## src/rtl/bip_pkg.sv

```systemverilog
package bip_pkg;
  localparam int unsigned NUM_BANKS = 2;
  typedef enum logic {
    RESP_NACK = 1'b0,
    RESP_ACK  = 1'b1
  } resp_e;
endpackage

```

## src/rtl/bip_bank.sv

```systemverilog
module bip_bank #(
  parameter int unsigned DW    = 8,
  parameter int unsigned DEPTH = 64,
  localparam int unsigned AW   = $clog2(DEPTH),
  localparam int unsigned CW   = $clog2(DEPTH + 1)
) (
  input  logic          clk_i,
  input  logic          rst_ni,
  input  logic          wr_i,
  input  logic [DW-1:0] wr_data_i,
  input  logic          commit_i,
  input  logic          release_i,
  input  logic [AW-1:0] rd_idx_i,
  output logic [DW-1:0] rd_data_o,
  output logic [CW-1:0] cnt_o,
  output logic          committed_o,
  output logic          full_o
);
  logic [DW-1:0] mem_q [DEPTH];
  logic [CW-1:0] cnt_q;
  logic          committed_q;

  always_ff @(posedge clk_i) begin
    if (wr_i) mem_q[cnt_q[AW-1:0]] <= wr_data_i;
  end

  always_ff @(posedge clk_i or negedge rst_ni) begin
    if (!rst_ni) begin
      cnt_q       <= '0;
      committed_q <= 1'b0;
    end else if (release_i) begin
      cnt_q       <= '0;
      committed_q <= 1'b0;
    end else begin
      if (wr_i)     cnt_q       <= cnt_q + 1'b1;
      if (commit_i) committed_q <= 1'b1;
    end
  end

  assign rd_data_o   = mem_q[rd_idx_i];
  assign cnt_o       = cnt_q;
  assign committed_o = committed_q;
  assign full_o      = (cnt_q == CW'(DEPTH));

  assert_wr_open_bank_R10: assert property (@(posedge clk_i) disable iff (!rst_ni)
    wr_i |-> (!committed_q && !full_o));
  assert_release_committed_R6: assert property (@(posedge clk_i) disable iff (!rst_ni)
    release_i |-> committed_q);
  assert_cnt_bound_R13: assert property (@(posedge clk_i) disable iff (!rst_ni)
    cnt_q <= CW'(DEPTH));
  assert_commit_keeps_cnt_R13: assert property (@(posedge clk_i) disable iff (!rst_ni)
    (committed_q && !release_i) |=> $stable(cnt_q));
endmodule

```

## src/rtl/bip_status.sv

```systemverilog
module bip_status (
  input  logic clk_i,
  input  logic rst_ni,
  input  logic nack_i,
  input  logic any_free_i,
  input  logic clr_xfer_i,
  input  logic clr_empty_i,
  input  logic xfer_ie_i,
  input  logic empty_ie_i,
  output logic xfer_req_o,
  output logic empty_o,
  output logic irq_o
);
  logic xfer_q, empty_q;

  always_ff @(posedge clk_i or negedge rst_ni) begin
    if (!rst_ni) begin
      xfer_q  <= 1'b0;
      empty_q <= 1'b1;
    end else begin
      // set dominates software clear
      if (nack_i)          xfer_q <= 1'b1;
      else if (clr_xfer_i) xfer_q <= 1'b0;
      if (any_free_i)       empty_q <= 1'b1;
      else if (clr_empty_i) empty_q <= 1'b0;
    end
  end

  assign xfer_req_o = xfer_q;
  assign empty_o    = empty_q;
  assign irq_o      = (xfer_q & xfer_ie_i) | (empty_q & empty_ie_i);

  assert_nack_sets_req_R4: assert property (@(posedge clk_i) disable iff (!rst_ni)
    nack_i |=> xfer_req_o);
  assert_clr_drops_req_R8: assert property (@(posedge clk_i) disable iff (!rst_ni)
    (clr_xfer_i && !nack_i) |=> !xfer_req_o);
  assert_free_sets_empty_R7: assert property (@(posedge clk_i) disable iff (!rst_ni)
    any_free_i |=> empty_o);
  assert_req_holds_R8: assert property (@(posedge clk_i) disable iff (!rst_ni)
    (xfer_req_o && !clr_xfer_i) |=> xfer_req_o);
endmodule

```

## src/rtl/bulk_in_pingpong.sv

```systemverilog
module bulk_in_pingpong #(
  parameter int unsigned DW    = 8,
  parameter int unsigned DEPTH = 64,
  localparam int unsigned AW   = $clog2(DEPTH),
  localparam int unsigned CW   = $clog2(DEPTH + 1),
  localparam int unsigned NB   = bip_pkg::NUM_BANKS
) (
  input  logic          clk_i,
  input  logic          rst_ni,
  input  logic          wr_en_i,
  input  logic [DW-1:0] wr_data_i,
  input  logic          pkt_commit_i,
  input  logic          in_token_i,
  output logic          resp_valid_o,
  output logic          resp_ack_o,
  input  logic          tx_rd_i,
  output logic [DW-1:0] tx_data_o,
  output logic [CW-1:0] tx_len_o,
  input  logic          tx_done_i,
  input  logic          tx_ok_i,
  input  logic          clr_xfer_req_i,
  input  logic          clr_empty_i,
  input  logic          xfer_ie_i,
  input  logic          empty_ie_i,
  output logic          xfer_req_o,
  output logic          empty_o,
  output logic          irq_o,
  output logic          overflow_o
);
  import bip_pkg::*;

  logic          wr_ptr_q, rd_ptr_q;
  logic [CW-1:0] byte_idx_q;
  logic          ovf_q;
  logic          resp_valid_q;
  resp_e         resp_q;

  logic [NB-1:0] committed, full, wr_sel, commit_sel, rel_sel, committed_next;
  logic [DW-1:0] rd_data [NB];
  logic [CW-1:0] cnt     [NB];

  logic wr_ok, commit_ok, head_valid, release_ok, nack, any_free;

  assign head_valid = committed[rd_ptr_q];
  assign wr_ok      = wr_en_i & ~committed[wr_ptr_q] & ~full[wr_ptr_q];
  assign commit_ok  = pkt_commit_i & ~committed[wr_ptr_q];
  assign release_ok = tx_done_i & tx_ok_i & head_valid;
  assign nack       = in_token_i & ~head_valid;

  for (genvar b = 0; b < NB; b++) begin : g_bank
    assign wr_sel[b]         = wr_ok     & (wr_ptr_q == 1'(b));
    assign commit_sel[b]     = commit_ok & (wr_ptr_q == 1'(b));
    assign rel_sel[b]        = release_ok & (rd_ptr_q == 1'(b));
    assign committed_next[b] = (committed[b] | commit_sel[b]) & ~rel_sel[b];

    bip_bank #(.DW(DW), .DEPTH(DEPTH)) u_bank (
      .clk_i       (clk_i),
      .rst_ni      (rst_ni),
      .wr_i        (wr_sel[b]),
      .wr_data_i   (wr_data_i),
      .commit_i    (commit_sel[b]),
      .release_i   (rel_sel[b]),
      .rd_idx_i    (byte_idx_q[AW-1:0]),
      .rd_data_o   (rd_data[b]),
      .cnt_o       (cnt[b]),
      .committed_o (committed[b]),
      .full_o      (full[b])
    );
  end

  assign any_free = ~&committed_next;

  always_ff @(posedge clk_i or negedge rst_ni) begin
    if (!rst_ni) begin
      wr_ptr_q     <= 1'b0;
      rd_ptr_q     <= 1'b0;
      byte_idx_q   <= '0;
      ovf_q        <= 1'b0;
      resp_valid_q <= 1'b0;
      resp_q       <= RESP_NACK;
    end else begin
      if (commit_ok) wr_ptr_q <= ~wr_ptr_q;
      if (wr_en_i && !wr_ok) ovf_q <= 1'b1;
      resp_valid_q <= in_token_i;
      if (in_token_i) resp_q <= head_valid ? RESP_ACK : RESP_NACK;
      if (tx_done_i && head_valid) begin
        byte_idx_q <= '0;
        if (tx_ok_i) rd_ptr_q <= ~rd_ptr_q;
      end else if (tx_rd_i && head_valid && (byte_idx_q < cnt[rd_ptr_q])) begin
        byte_idx_q <= byte_idx_q + 1'b1;
      end
    end
  end

  assign resp_valid_o = resp_valid_q;
  assign resp_ack_o   = (resp_q == RESP_ACK);
  assign tx_data_o    = rd_data[rd_ptr_q];
  assign tx_len_o     = head_valid ? cnt[rd_ptr_q] : '0;
  assign overflow_o   = ovf_q;

  bip_status u_status (
    .clk_i       (clk_i),
    .rst_ni      (rst_ni),
    .nack_i      (nack),
    .any_free_i  (any_free),
    .clr_xfer_i  (clr_xfer_req_i),
    .clr_empty_i (clr_empty_i),
    .xfer_ie_i   (xfer_ie_i),
    .empty_ie_i  (empty_ie_i),
    .xfer_req_o  (xfer_req_o),
    .empty_o     (empty_o),
    .irq_o       (irq_o)
  );

  assert_one_commit_R3: assert property (@(posedge clk_i) disable iff (!rst_ni)
    $countones(committed & ~$past(committed)) <= 1);
  assert_release_frees_head_R6: assert property (@(posedge clk_i) disable iff (!rst_ni)
    release_ok |=> !committed[$past(rd_ptr_q)]);
  assert_ack_on_data_R5: assert property (@(posedge clk_i) disable iff (!rst_ni)
    (in_token_i && head_valid) |=> (resp_valid_o && resp_ack_o));
  assert_empty_when_free_R7: assert property (@(posedge clk_i) disable iff (!rst_ni)
    !(&committed) |-> empty_o);
  assert_ovf_sticky_R10: assert property (@(posedge clk_i) disable iff (!rst_ni)
    overflow_o |=> overflow_o);
endmodule

```

## config.mk

```make
export PLATFORM = sky130hd
export DESIGN_NAME = bulk_in_pingpong
export DESIGN_NICKNAME = d
export VERILOG_FILES = /design/src/rtl/bip_pkg.sv /design/src/rtl/bip_bank.sv /design/src/rtl/bip_status.sv /design/src/rtl/bulk_in_pingpong.sv
export SDC_FILE = /design/constraint.sdc
export NUM_CORES = 1
export LEC_CHECK = 0
export BUFFER_PORTS_ARGS = -buffer_cell sky130_fd_sc_hd__buf_2
export CAP_MARGIN = 10
export CORE_ASPECT_RATIO = 2
export CORE_UTILIZATION = 57
export DETAILED_ROUTE_END_ITERATION = 10
export PLACE_DENSITY_LB_ADDON = 0.1
export SLEW_MARGIN = 40
export SYNTH_ARGS = -nofsm -noshare
export SYNTH_HDL_FRONTEND = slang
export SYNTH_SLANG_ARGS = --single-unit
```

## constraint.sdc

```tcl
create_clock -name clk_i -period 2.8 [get_ports clk_i]
set_input_delay 0.7 -clock clk_i [delete_from_list [all_inputs] [get_ports clk_i]]
set_output_delay 0.7 -clock clk_i [all_outputs]
set_load 0.01 [all_outputs]
```

==> flow_summary.yaml <==
status:
  run_status: "finished, violations left"
  failed_checks: "design-rule violations, negative setup slack"
logic_synthesis:
  synth.yosys.seq_area_share_pct: 75.3
  yosys_register_bits: 1054
  yosys.area.top_type: "edfxtp_1"
  synth_cell_types: 57
  synthTopCellsByArea: "edfxtp_1, mux4_2, mux2i_1, dfrtp_1, nor2_1"
  netlist_instances: 2166
  post_synth.cell_area_avg_um2: 19.3
  synth.yosys.warnings: 0
  synth-edff-count: 1024
  net_count_after_synthesis: 2195
  ys_async_sr_fraction_pct: 2.85
  top_area_cell_type_share_of_the_netlist_area_pct: 73.5
  postSynth.topFlopCell: "edfxtp_1"
  synth.cell_area_um2: 41800
die:
  num_rows: 140
  die_y_um: 385
  die_area_um2: 74500
  io_pins: 41
  initial_utilization_pct: 57.5
  floorplan.die.width_um: 194
  core_um2: 72700
global_route:
  track_usage_pct: 28.9
  pin_count_of_the_biggest_net_entering_global_routing: 129
  grt_first_pass_wirelength_um: 151000
  initial_antenna_violation_count: 0
  first_global_vias: 22700
  grt.overflow.total: 0
timing:
  post_route_hold_slack_ns: 0.174
  timing.slew.headroom_pct: 40.7
  final.period_utilization_pct: 142
  report.final.setup_viol: 8
  timing_worst_slew_pin_value_ns: 0.886
  setup-tns-final_ns: -9.14
  max_clock_freq_ghz: 0.251
  clock_skew_ns: 0.0187
  grt_setup_unrepaired: "true"
  hold_viol_final: 0
  drv_slew: 0
  finalWorstSetupSlack_ns: -1.19
  period_minus_slack_ns: 3.99
power:
  static_leakage_nw: 15.7
  power-per-cell-area_nw_per_um2: 773
  power_report.internal_total_w: 0.0278
  seq_power_share_pct: 46.6
  pwr-share-clk_pct: 31.6
  netSwitchingPower_w: 0.00990
  swShare_pct: 26.2
  p_total_w: 0.0377
  combPwrFrac_pct: 21.8
  ir_drop_uv: 1090
cells_and_area:
  instances_no_fill: 3454
  fraction_of_final_layout_cells_with_drive_strength_greater_than_1_pct: 33.2
  antenna-diode-count: 0
  layout.cells.most_common: "edfxtp_1"
  n_fill_cell: 4687
  final_stage_net_count: 2491
  synthToLayoutAreaGrowth_pct: 16.7
  final_cell_area_um2: 48800
  final_cell_mix: "edfxtp_1, buf_4, mux4_2"
run:
  timing.max_cap.violations: 0
critical_path:
  setup.worst_path.end_class: "output pin"
  timing.critical_path.required_ns: 2.10
  crit_fanout: 14
  worstSetupPathType: "reg -> out"
  worst_setup_start_kind: "register"
  worst_setup_startpoint: "byte_idx_q[0]"
  timing.rr.start: "g_bank[0].u_bank.cnt_o[4]"
  crit_arrival_ns: 3.29
clock_tree:
  clk_root_buffer_cell: "clkbuf_16"
  cts.sinks: 1054
  htree_num_levels: 3
  cts_bufs_inserted: 86
  worstSkewPairLatency_ns: 0.67
  ctsLongestPathBuffers: 3
  tritoncts: "done"
  clk_slew_on_worst_s_h_paths_ns: 0.07
routing:
  routed_wirelength_um: 105000
  antenna_violating_nets_post_route: 0
  vias: 21700
  drt_first_iter_violations: 1668
  first_pass_iteration_count_of_the_detailed_router: 8
  vias_per_cell: 6.28
  wl_per_cell_um: 30.3
  route.detailed.drc: 2
hold_path:
  min_path_type: "in -> reg"
  hold_path.startpoint: "in_token_i"
placement:
  routabilityCongestion: 0.956
  dpl.cell_count: 3277
  place.detailed.hpwl_um: 71300
  io_buffers: 40
  dpl-instance-area_um2: 45200
[sequential cells by signal, summed over array words and instances, names as in the netlist, 2 cells and up]
register and count:
g_bank.u_bank.mem_q 1024, g_bank.u_bank.cnt_o 14, byte_idx_q 7, g_bank.u_bank.committed_o 2
[worst paths after layout]
| path | end | slack, ns | cells after the start |
|---|---|---|---|
| worst max-delay path | tx_data_o[4] | -1.19 | 11 |
| worst min-delay path | resp_valid_o | 0.17 | 1 |
| worst max register to register | g_bank[0].u_bank.mem_q[19][4] | 0.07 | 8 |
| worst min register to register | overflow_o | 0.46 | 1 |
| max in group asynchronous | byte_idx_q[0] | 1.96 | 2 |
| min in group asynchronous | resp_ack_o | 0.51 | 2 |
[metrics by stage]
step                utilization (%)  setup slack (ns)
global placement               62.1            -0.825
global route                   67.1             -1.23
finish                         67.1             -1.19
detailed placement             62.2            -0.817
CTS                            66.7             -1.23
floorplan                         -            0.0455
[logic make-up (layout without fill, tap and decap cells)]
group                      Yosys count  in the layout  share of synthesized area (%)
AOI/OAI and AO/OA                  229            229                           3.51
xor gates and xnor gates            11             11                          0.230
adders and majority gates            9              9                          0.269
buffers and inverters              139            504                           1.80
DFF                               1054           1054                           75.3
muxes                              383            383                           14.9
and+or+nand+nor                    341            341                           3.91
[synthesized netlist by cell type, types with 2 or more instances]
cell type	count
xnor2_1	5
mux2i_1	170
o21a_1	7
buf_2	36
or3b_2	4
and3_1	2
nand3_2	2
buf_4	20
and2_1	3
inv_1	9
a22oi_1	64
dfrtp_1	29
nand2b_1	7
or2_2	3
mux2_2	22
a41oi_1	11
buf_1	12
or3_1	8
a21oi_1	56
and4_4	2
ha_1	9
nand4_1	17
nand2_1	72
a31oi_1	16
mux4_2	191
a21o_1	4
a221oi_1	15
xor2_1	6
nand3_1	21
nor2b_1	8
buf_6	15
nand3b_1	6
o21ai_0	52
nor2_1	163
edfxtp_1	1024
clkbuf_1	46
nor3_1	6
nor4_1	4
[metal layers]
| metal | global-route usage, % | wire length (um) | vias up |
|---|---|---|---|
| met4 | 17.2 | 6420 | 0 |
| met5 | 0 | 0 | - |
| li1 | - | - | 9356 |
| met2 | 53.8 | 58300 | 702 |
| met1 | 31.5 | 35300 | 11400 |
| met3 | 3.49 | 4610 | 219 |
[power groups by stage]
stage	Sequential, W	Combinational, W	Clock [W]
floorplan	0.0179	0.00440	0
finish	0.0176	0.00821	0.0119
CTS	0.0176	0.00811	0.0120
detailed placement	0.0179	0.00757	0
global placement	0.0179	0.00747	0
global route	0.0176	0.00859	0.0126
[critical path: stages (launching register included)]
cell and delay [ns]:
dfrtp_4 0.55, buf_8 0.18, buf_12 0.16, buf_4 0.15, mux2i_1 0.11, a22oi_1 0.24
nand3_2 0.27, nand4_1 0.29, a41oi_2 0.09, buf_4 0.19, a22oi_1 0.19, buf_2 0.17
[timing repair]
| item | in CTS | in global routing |
|---|---|---|
| hold buffers | 0 | 1 |
| buffers inserted | 12 | 3 |
| pin swaps | 7 | 3 |
| setup endpoints to repair | 8 | 105 |
| gates resized for setup | 86 | 42 |
| endpoints found under the hold margin | 0 | 29 |
| cloned | 4 | 0 |
[area by class of cell]
class / count / area, um^2 / area share (%)
inverter: 10 / 37.5 / 0.0769
multi-input combinational: 973 / 10100 / 20.8
tap: 923 / 1150 / 2.37
clock inverter: 54 / 448 / 0.918
timing repair buffer: 337 / 3230 / 6.63
clock buffer: 103 / 2280 / 4.67
sequential: 1054 / 31500 / 64.6
No activity file was read; power rests on OpenSTA's default activity.
